[src/rtl/extbus_seq.sv]
module extbus_seq #(
  parameter int ADDR_W = 26,
  parameter bit BUS32  = 1'b0
) (
  input  logic                     clk,
  input  logic                     rst_n,
  input  logic                     wait_mode,
  input  logic                     req_valid,
  input  logic                     req_write,
  input  logic [1:0]               req_size,
  input  logic [ADDR_W-1:0]        req_addr,
  input  logic [31:0]              req_wdata,
  output logic                     req_ready,
  output logic                     done,
  output logic                     rd_valid,
  output logic [31:0]              rd_data,
  output logic [ADDR_W-1:0]        bus_addr,
  output logic [(BUS32?32:16)-1:0] bus_wdata,
  input  logic [(BUS32?32:16)-1:0] ext_rdata,
  input  logic                     ext_wait_n,
  output logic                     cs_n,
  output logic                     rdwr,
  output logic                     rd_n,
  output logic [(BUS32?4:2)-1:0]   we_n,
  output logic                     bs_n
);
  localparam int BUS_W = BUS32 ? 32 : 16;
  localparam int LANES = BUS_W / 8;

  typedef enum logic [1:0] {S_IDLE, S_T1, S_T2, S_NOP} st_t;

  st_t               st;
  logic              wr_q, wm_q, second_q, done_q, rdv_q;
  logic [1:0]        sz_q;
  logic [ADDR_W-1:0] addr_q;
  logic [31:0]       wd_q, rbuf;

  wire        is_long = sz_q[1];
  wire        split   = is_long && !BUS32;
  wire        last    = !split || second_q;
  wire        in_acc  = (st == S_T1) || (st == S_T2);
  wire [1:0]  lo      = BUS32 ? addr_q[1:0] : {1'b0, addr_q[0]};
  wire [31:0] ext32   = 32'(ext_rdata);

  always_ff @(posedge clk) begin
    if (!rst_n) begin
      st       <= S_IDLE;
      wr_q     <= 1'b0;
      wm_q     <= 1'b0;
      second_q <= 1'b0;
      done_q   <= 1'b0;
      rdv_q    <= 1'b0;
      sz_q     <= 2'd0;
      addr_q   <= '0;
      wd_q     <= '0;
      rbuf     <= '0;
    end else begin
      done_q <= 1'b0;
      rdv_q  <= 1'b0;
      case (st)
        S_IDLE: if (req_valid) begin
          wr_q     <= req_write;
          wm_q     <= wait_mode;
          sz_q     <= req_size;
          addr_q   <= req_addr;
          wd_q     <= req_wdata;
          second_q <= 1'b0;
          st       <= S_T1;
        end
        S_T1: st <= S_T2;
        S_T2: begin
          if (!wr_q) begin
            if (BUS32)         rbuf        <= ext32;
            else if (second_q) rbuf[15:0]  <= ext32[15:0];
            else               rbuf[31:16] <= ext32[15:0];
          end
          if (!wm_q) st <= S_NOP;
          else if (last) begin
            st     <= S_IDLE;
            done_q <= 1'b1;
            rdv_q  <= !wr_q;
          end else begin
            second_q <= 1'b1;
            st       <= S_T1;
          end
        end
        S_NOP: if (ext_wait_n) begin
          if (last) begin
            st     <= S_IDLE;
            done_q <= 1'b1;
            rdv_q  <= !wr_q;
          end else begin
            second_q <= 1'b1;
            st       <= S_T1;
          end
        end
        default: st <= S_IDLE;
      endcase
    end
  end

  logic [3:0]  mask4;
  logic [31:0] wd32, wsel;
  logic [7:0]  rbyte;

  always_comb begin
    if (is_long)          mask4 = 4'b1111;
    else if (sz_q == 2'd1) mask4 = lo[1] ? 4'b0011 : 4'b1100;
    else                  mask4 = 4'b1000 >> lo;
  end

  always_comb begin
    if (is_long)           wd32 = wd_q;
    else if (sz_q == 2'd1) wd32 = {2{wd_q[15:0]}};
    else                   wd32 = {4{wd_q[7:0]}};
    if (BUS32)         wsel = wd32;
    else if (second_q) wsel = {16'h0, wd32[15:0]};
    else               wsel = {16'h0, wd32[31:16]};
  end

  always_comb begin
    case (lo)
      2'd0:    rbyte = rbuf[31:24];
      2'd1:    rbyte = rbuf[23:16];
      2'd2:    rbyte = rbuf[15:8];
      default: rbyte = rbuf[7:0];
    endcase
    if (is_long)           rd_data = rbuf;
    else if (sz_q == 2'd1) rd_data = {16'h0, lo[1] ? rbuf[15:0] : rbuf[31:16]};
    else                   rd_data = {24'h0, rbyte};
  end

  assign req_ready = (st == S_IDLE);
  assign done      = done_q;
  assign rd_valid  = rdv_q;
  assign bus_addr  = second_q ? addr_q + ADDR_W'(2) : addr_q;
  assign bus_wdata = wsel[BUS_W-1:0];
  assign cs_n      = !in_acc;
  assign bs_n      = (st != S_T1);
  assign rdwr      = !(in_acc && wr_q);
  assign rd_n      = !(in_acc && !wr_q);
  assign we_n      = (in_acc && wr_q) ? ~mask4[3 -: LANES] : '1;
endmodule


[config.mk]
export PLATFORM = sky130hd
export DESIGN_NAME = extbus_seq
export DESIGN_NICKNAME = d
export VERILOG_FILES = /design/src/rtl/extbus_seq.sv
export SDC_FILE = /design/constraint.sdc
export NUM_CORES = 1
export LEC_CHECK = 0
export ABC_AREA = 1
export ABC_CLOCK_PERIOD_IN_PS = 1900
export BUFFER_PORTS_ARGS = -buffer_cell sky130_fd_sc_hd__buf_2
export CAP_MARGIN = 20
export CORE_AREA = 8 8 122 124
export DETAILED_ROUTE_END_ITERATION = 16
export DIE_AREA = 0 0 130 132
export PLACE_DENSITY = 0.61
export SLEW_MARGIN = 15
export SYNTH_ARGS = -nofsm -noshare
export SYNTH_HDL_FRONTEND = slang
export SYNTH_SLANG_ARGS = --single-unit
[constraint.sdc]
create_clock -name clk -period 1.9 [get_ports clk]
set_input_delay 0.19 -clock clk [delete_from_list [all_inputs] [get_ports clk]]
set_output_delay 0.19 -clock clk [all_outputs]
set_load 0.005 [all_outputs]
# [Word level (Yosys, flattened, before mapping)]
# Cells that the tools add are included.
[word_totals] reg_bits=99 input_bits=82 output_inout_bits=83 wordCells=69
[op_classes] addsub=1 n_eq_ne=8 n_shift=1 muxes=28 n_bitwise=3 reduce_logical=17
[op_table] op="$mux 32" n=3
[op_table] op="$mux 16" n=2
[op_table] op="$add 26x2->26 const B" n=1
[op_table] op="$mux 26" n=1
[op_table] op="$pmux 8 s2" n=1
[op_table] op="$mux 1" n=11
[op_table] op="$mux 2" n=4
[op_table] op="$mux 4" n=2
[op_table] op="$pmux 2 s4" n=1
[op_table] op="$ne 2x2->1 const B" n=3
[op_table] op="$reduce_and 3->1" n=2
[op_table] op="$logic_not 1->1" n=5
[op_table] op="$eq 2x1->1 const B" n=2
[op_table] op="$eq 2x2->1 const B" n=2
[op_table] op="$logic_not 2->1" n=2
[op_table] op="$pmux 1 s2" n=2
[op_table] op="$reduce_and 2->1" n=2
[op_table] op="$reduce_and 4->1" n=1
[op_table] op="$shr 4x1->4 const A" n=1
[op_table] op="$pmux 1 s3" n=1
[op_table] op="$reduce_bool 3->1" n=1
[op_table] op="$logic_and 1x1->1" n=2
[op_table] op="$logic_or 1x1->1" n=2
[op_table] op="$ne 2x1->1 const B" n=1
[op_table] op="other kinds (2)" n=3

# [Depth between registers and ports, before layout]
[depth] depth_word=5 ltp_mapped=9 mapped_depth_nobuf=9

# [Least setup slack after synthesis]
# No wires, ideal clock.
[synth_timing] kind="reg-to-reg" startpoint="register st[0]" endpoint="register addr_q[24]" setup_ns=0.065 arrival_time_ns=1.338 required_time_ns=1.835 setup_slack_ns=0.497 stages_incl_launch_ff=7 n_path_buf=1 period_less_slack_ns=1.403 path_cell_list="dfxtp_1 > inv_1 > ha_1 > nand2_1 > clkbuf_1 > o21ai_0 > nor2_1"
[synth_via] elab_chain_len=2
[synth_rtl] item="start: declaration" line="32" text="st_t st;"
[synth_rtl] item="start signal: assignment" line="47" text="st <= S_IDLE;"
[synth_rtl] item="start signal: assignment" line="68" text="st <= S_T1;"
[synth_rtl] item="start signal: assignment" line="70" text="S_T1: st <= S_T2;"
[synth_rtl] item="$logic_not 2->1"
[synth_rtl] item="via req_ready" line="13" text="output logic req_ready,"
[synth_rtl] item="$reduce_and 2->1 (no line)"
[synth_rtl] item="end signal: assignment" line="65" text="addr_q <= req_addr;"
[synth_rtl] item="end: declaration" line="35" text="logic [ADDR_W-1:0] addr_q;"
# The timed path passes the listed nets, and every way through them passes these cells.
# A chain may end at the register's enable or synchronous reset.

# [Worst setup path in the final report]
[layout_timing] startpoint="register addr_q[6]" endpoint="output bus_addr[13]"
[layout_via] elab_chain_len=2
[layout_rtl] item="$add 26x2->26" line="136" text="assign bus_addr = second_q ? addr_q + ADDR_W'(2) : addr_q;"
[layout_rtl] item="$mux 26" line="136"
[layout_rtl] item="end: declaration" line="17" text="output logic [ADDR_W-1:0] bus_addr,"
# Every way passes these cells.

==> impl_summary.txt <==
----------------------------------------------------
[Timing]
  Worst Tran Pin Value ... 0.5442 ns
  Final critical-path share of the clock period ... 94.35%
  Max-slew headroom at the worst pin ... 63.72%
  Time the final worst path needs with I/O delays and setup ... 1.793 ns
  Number of endpoints failing setup at the final stage ... 0
  Final Skew ... 0.008140 ns
  Fin. max-slew vios ... 0
  Number of hold violations in the final report ... 0
  Max frequency ... 557.8 MHz

[Route]
  Per-cell routed wire length ... 14.16 um
  Met2 wire length ... 7063 um
  Detailed-routed wire length on met3 ... 885 um
  Via count ... 5111
  Remaining routing DRC violations ... 0
  Sum of routed wire length over all layers ... 15200 um
  Remaining antenna violation count after routing ... 0
  Top layer in use ... met4
  Number of optimization iterations in the first detailed-route pass ... 7
  Drt via density ... 4.759
  Met1 wire length ... 7017 um
  Violation count after the first detailed-routing iteration ... 332

[Setup path]
  Cell family contributing the most delay on the critical path ... simple AND/OR/NAND/NOR gates
  Buffering stage count on the worst path with inverters included ... 1
  Req. time, crit path ... 1.71 ns
  Cell chain of the critical path ... nand2_1 > nor2_2 > nand2_4 > nor3_4 > xor2_1 > buf_2
  Longest individual stage delay on the worst path ... 0.40 ns
  Worst path slowest cell ... sky130_fd_sc_hd__dfxtp_1
  Critical path capture point type ... output port
  Worst Setup Path Type ... flop to output port
  Endpoint arrival time on the critical path ... 1.60 ns
  Critical path launch point type ... flop
  Worst-path maximum fanout ... 7

[Clock network]
  Clock tree from TritonCTS ... yes
  Sinks on Clock Net ... 99
  Register clock-pin slew on the reported worst setup and hold paths ... 0.07 ns
  H-tree Lvls ... 3
  Maximum buffer depth of the clock tree ... 2
  Later-pin clock latency in the skew report ... 0.34 ns
  Inserted Clock Buffers ... 9
  Clock Root Buffer ... sky130_fd_sc_hd__clkbuf_16

[Floorplan]
  Std-Cell Core Area ... 12980 um^2
  Site Rows ... 42
  Starting density of the core ... 38.68%
  Ports placed on the boundary ... 165
  Overall die height ... 132 um
  Die span in x ... 130 um
  DIE AREA ... 17160 um^2

[Synth]
  Instance count of the mapped netlist ... 739
  Fraction of post-synthesis cell area in the top cell type by area ... 39.47%
  Synth Flop Type ... sky130_fd_sc_hd__dfxtp_1
  Number of enable flip-flop cells after synthesis ... 0
  Number of synthesized register bits ... 99
  Post-synthesis area per instance ... 6.794 um^2
  Yosys top cell by area ... sky130_fd_sc_hd__dfxtp_1
  Number of distinct library cells after synthesis ... 34
  Warnings from Yosys ... 0
  Fraction of synthesis flops using an asynchronous set or reset pin ... 0%
  Post-synthesis net count ... 828
  Post-Syn Area ... 5021 um^2
  Proportion of synthesized chip area in sequential cells ... 39.47%
  Area contributors post-synth ... sky130_fd_sc_hd__dfxtp_1, sky130_fd_sc_hd__nor2_1, sky130_fd_sc_hd__o21ai_0, sky130_fd_sc_hd__nand2_1, sky130_fd_sc_hd__inv_1

[Global routing]
  Global-route wire length before repair ... 24220 um
  Via count of the first global-routing pass ... 4940
  Total routing usage reported by global routing ... 17.53%
  Largest net degree at the start of global routing ... 72
  Number of antenna violations at the first check in global routing ... 0
  Leftover overflow at the end of global routing ... 0

[Placed design]
  Final weighted congestion in routability-driven placement ... 0.8243
  Placed Area ... 6016 um^2
  Placed wire-length estimate after detailed placement ... 11170 um
  Number of buffer cells added on primary ports ... 164

[Layout]
  Proportion of layout cells with a drive suffix above 1 ... 28.84%
  Synth-to-Final Area Change ... 30.03%
  Antenna Diode Count ... 0
  Most common library cell in the layout ignoring fill and taps ... sky130_fd_sc_hd__buf_2
  Post-layout net count ... 982
  Final standard cell area without fillers ... 6529 um^2
  Most frequent cells in the layout ... sky130_fd_sc_hd__buf_2, sky130_fd_sc_hd__nor2_1, sky130_fd_sc_hd__nand2_1

[Power and ir drop]
  Total design power ... 7.833 mW
  Lkg Pwr ... 3.201 nW
  IR drop worst, VDD ... 0.5462 mV
  Pwr Density ... 1200 nW/um^2

[Status]
  Run status ... completed

[Job]
  Number of maximum-capacitance constraint violations ... 0

[Hold path]
  Class of the tightest hold or removal check ... input port to flop

----------------------------------------------------
cell families (layout without fill, tap and decap cells):
group | Yosys count | after routing | share of synthesized area [%]
buf+inv | 122 | 281 | 9.993
simple gates | 306 | 306 | 25.72
xor+xnor | 16 | 16 | 2.941
compound gates | 189 | 189 | 20.13
fa+ha+maj | 7 | 7 | 1.744
flops | 99 | 99 | 39.47
layout make-up:
| cell class | instances | area (um^2) |
|---|---|---|
| sequential | 99 | 2013 |
| clock buffer | 12 | 256.5 |
| fill | 1344 | 6451 |
| inverter | 82 | 312.8 |
| clock inverter | 4 | 120.1 |
| tap | 176 | 220.2 |
| timing repair buffer | 183 | 1017 |
| multi-input combinational | 518 | 2589 |
tightest hold or removal path, stage by stage:
cell,delay (ns)
sky130_fd_sc_hd__buf_2,0.07
sky130_fd_sc_hd__o21ai_1,0.06
sky130_fd_sc_hd__nor2_1,0.07
sequential cells by signal, summed over array words and instances (netlist names):
register  flops
rbuf         32
wd_q         32
addr_q       26
st            2
sz_q          2
done          1
rd_valid      1
second_q      1
wm_q          1
wr_q          1
power by group:
group | internal, mW | switching, mW | leakage (nW)
Combinational | 1.08 | 1.60 | 2.20
Sequential | 2.52 | 0.359 | 0.821
Clock | 1.49 | 0.786 | 0.183
Total | 5.09 | 2.74 | 3.20
path summary, 6_finish.rpt:
kind               startpoint           end  slack, ns  cells after the start
setup / recovery    addr_q[6]  bus_addr[13]       0.11                      6
setup reg to reg        st[1]      second_q       0.42                      7
hold / removal    req_addr[5]     addr_q[5]       0.08                      3
hold reg to reg       rbuf[5]       rbuf[5]       0.44                      2
cell usage after synthesis (2+ instances only):
cell / instances
sky130_fd_sc_hd__a21oi_1: 54
sky130_fd_sc_hd__a22oi_1: 8
sky130_fd_sc_hd__buf_1: 2
sky130_fd_sc_hd__buf_2: 17
sky130_fd_sc_hd__buf_4: 3
sky130_fd_sc_hd__clkbuf_1: 16
sky130_fd_sc_hd__dfxtp_1: 99
sky130_fd_sc_hd__ha_1: 7
sky130_fd_sc_hd__inv_1: 73
sky130_fd_sc_hd__inv_2: 8
sky130_fd_sc_hd__nand2_1: 115
sky130_fd_sc_hd__nand2_2: 8
sky130_fd_sc_hd__nand3_1: 14
sky130_fd_sc_hd__nand3_2: 3
sky130_fd_sc_hd__nand3b_1: 5
sky130_fd_sc_hd__nand4_1: 3
sky130_fd_sc_hd__nor2_1: 144
sky130_fd_sc_hd__nor2_2: 6
sky130_fd_sc_hd__nor2_4: 3
sky130_fd_sc_hd__nor3_2: 3
sky130_fd_sc_hd__o211ai_1: 8
sky130_fd_sc_hd__o21ai_0: 91
sky130_fd_sc_hd__o21ai_1: 18
sky130_fd_sc_hd__o22ai_1: 8
sky130_fd_sc_hd__xnor2_1: 2
sky130_fd_sc_hd__xor2_1: 13
metal layers:
metal / vias up / GRT usage, %
met3: 17 / 3.196
met1: 2276 / 22.74
met2: 138 / 28.28
met5: - / 0
li1: 2680 / -
met4: 0 / 6.198
through the flow:
stage          setup slack, ns   TNS, ns  hold slack, ns  utilization (%)  instances
2_1_floorplan           0.4971         0          0.3388                -        739
3_3_place_gp            0.1704         0          0.4323            46.35       1053
3_5_place_dp            0.1401         0          0.4376            46.35       1053
4_1_cts               0.003893         0         0.07309            49.63       1073
5_1_grt               -0.03802  -0.03909          0.1051            50.30       1074
6_report                0.1073         0         0.08169            50.30       1074
repair_timing:
item | CTS | global route
pin swaps | 1 | 6
resized for setup | 3 | 34
buffers inserted | 4 | 1
endpoints found under the setup margin | 15 | 71
hold buffers | 0 | 0
Power figures use the tool's default switching activity.
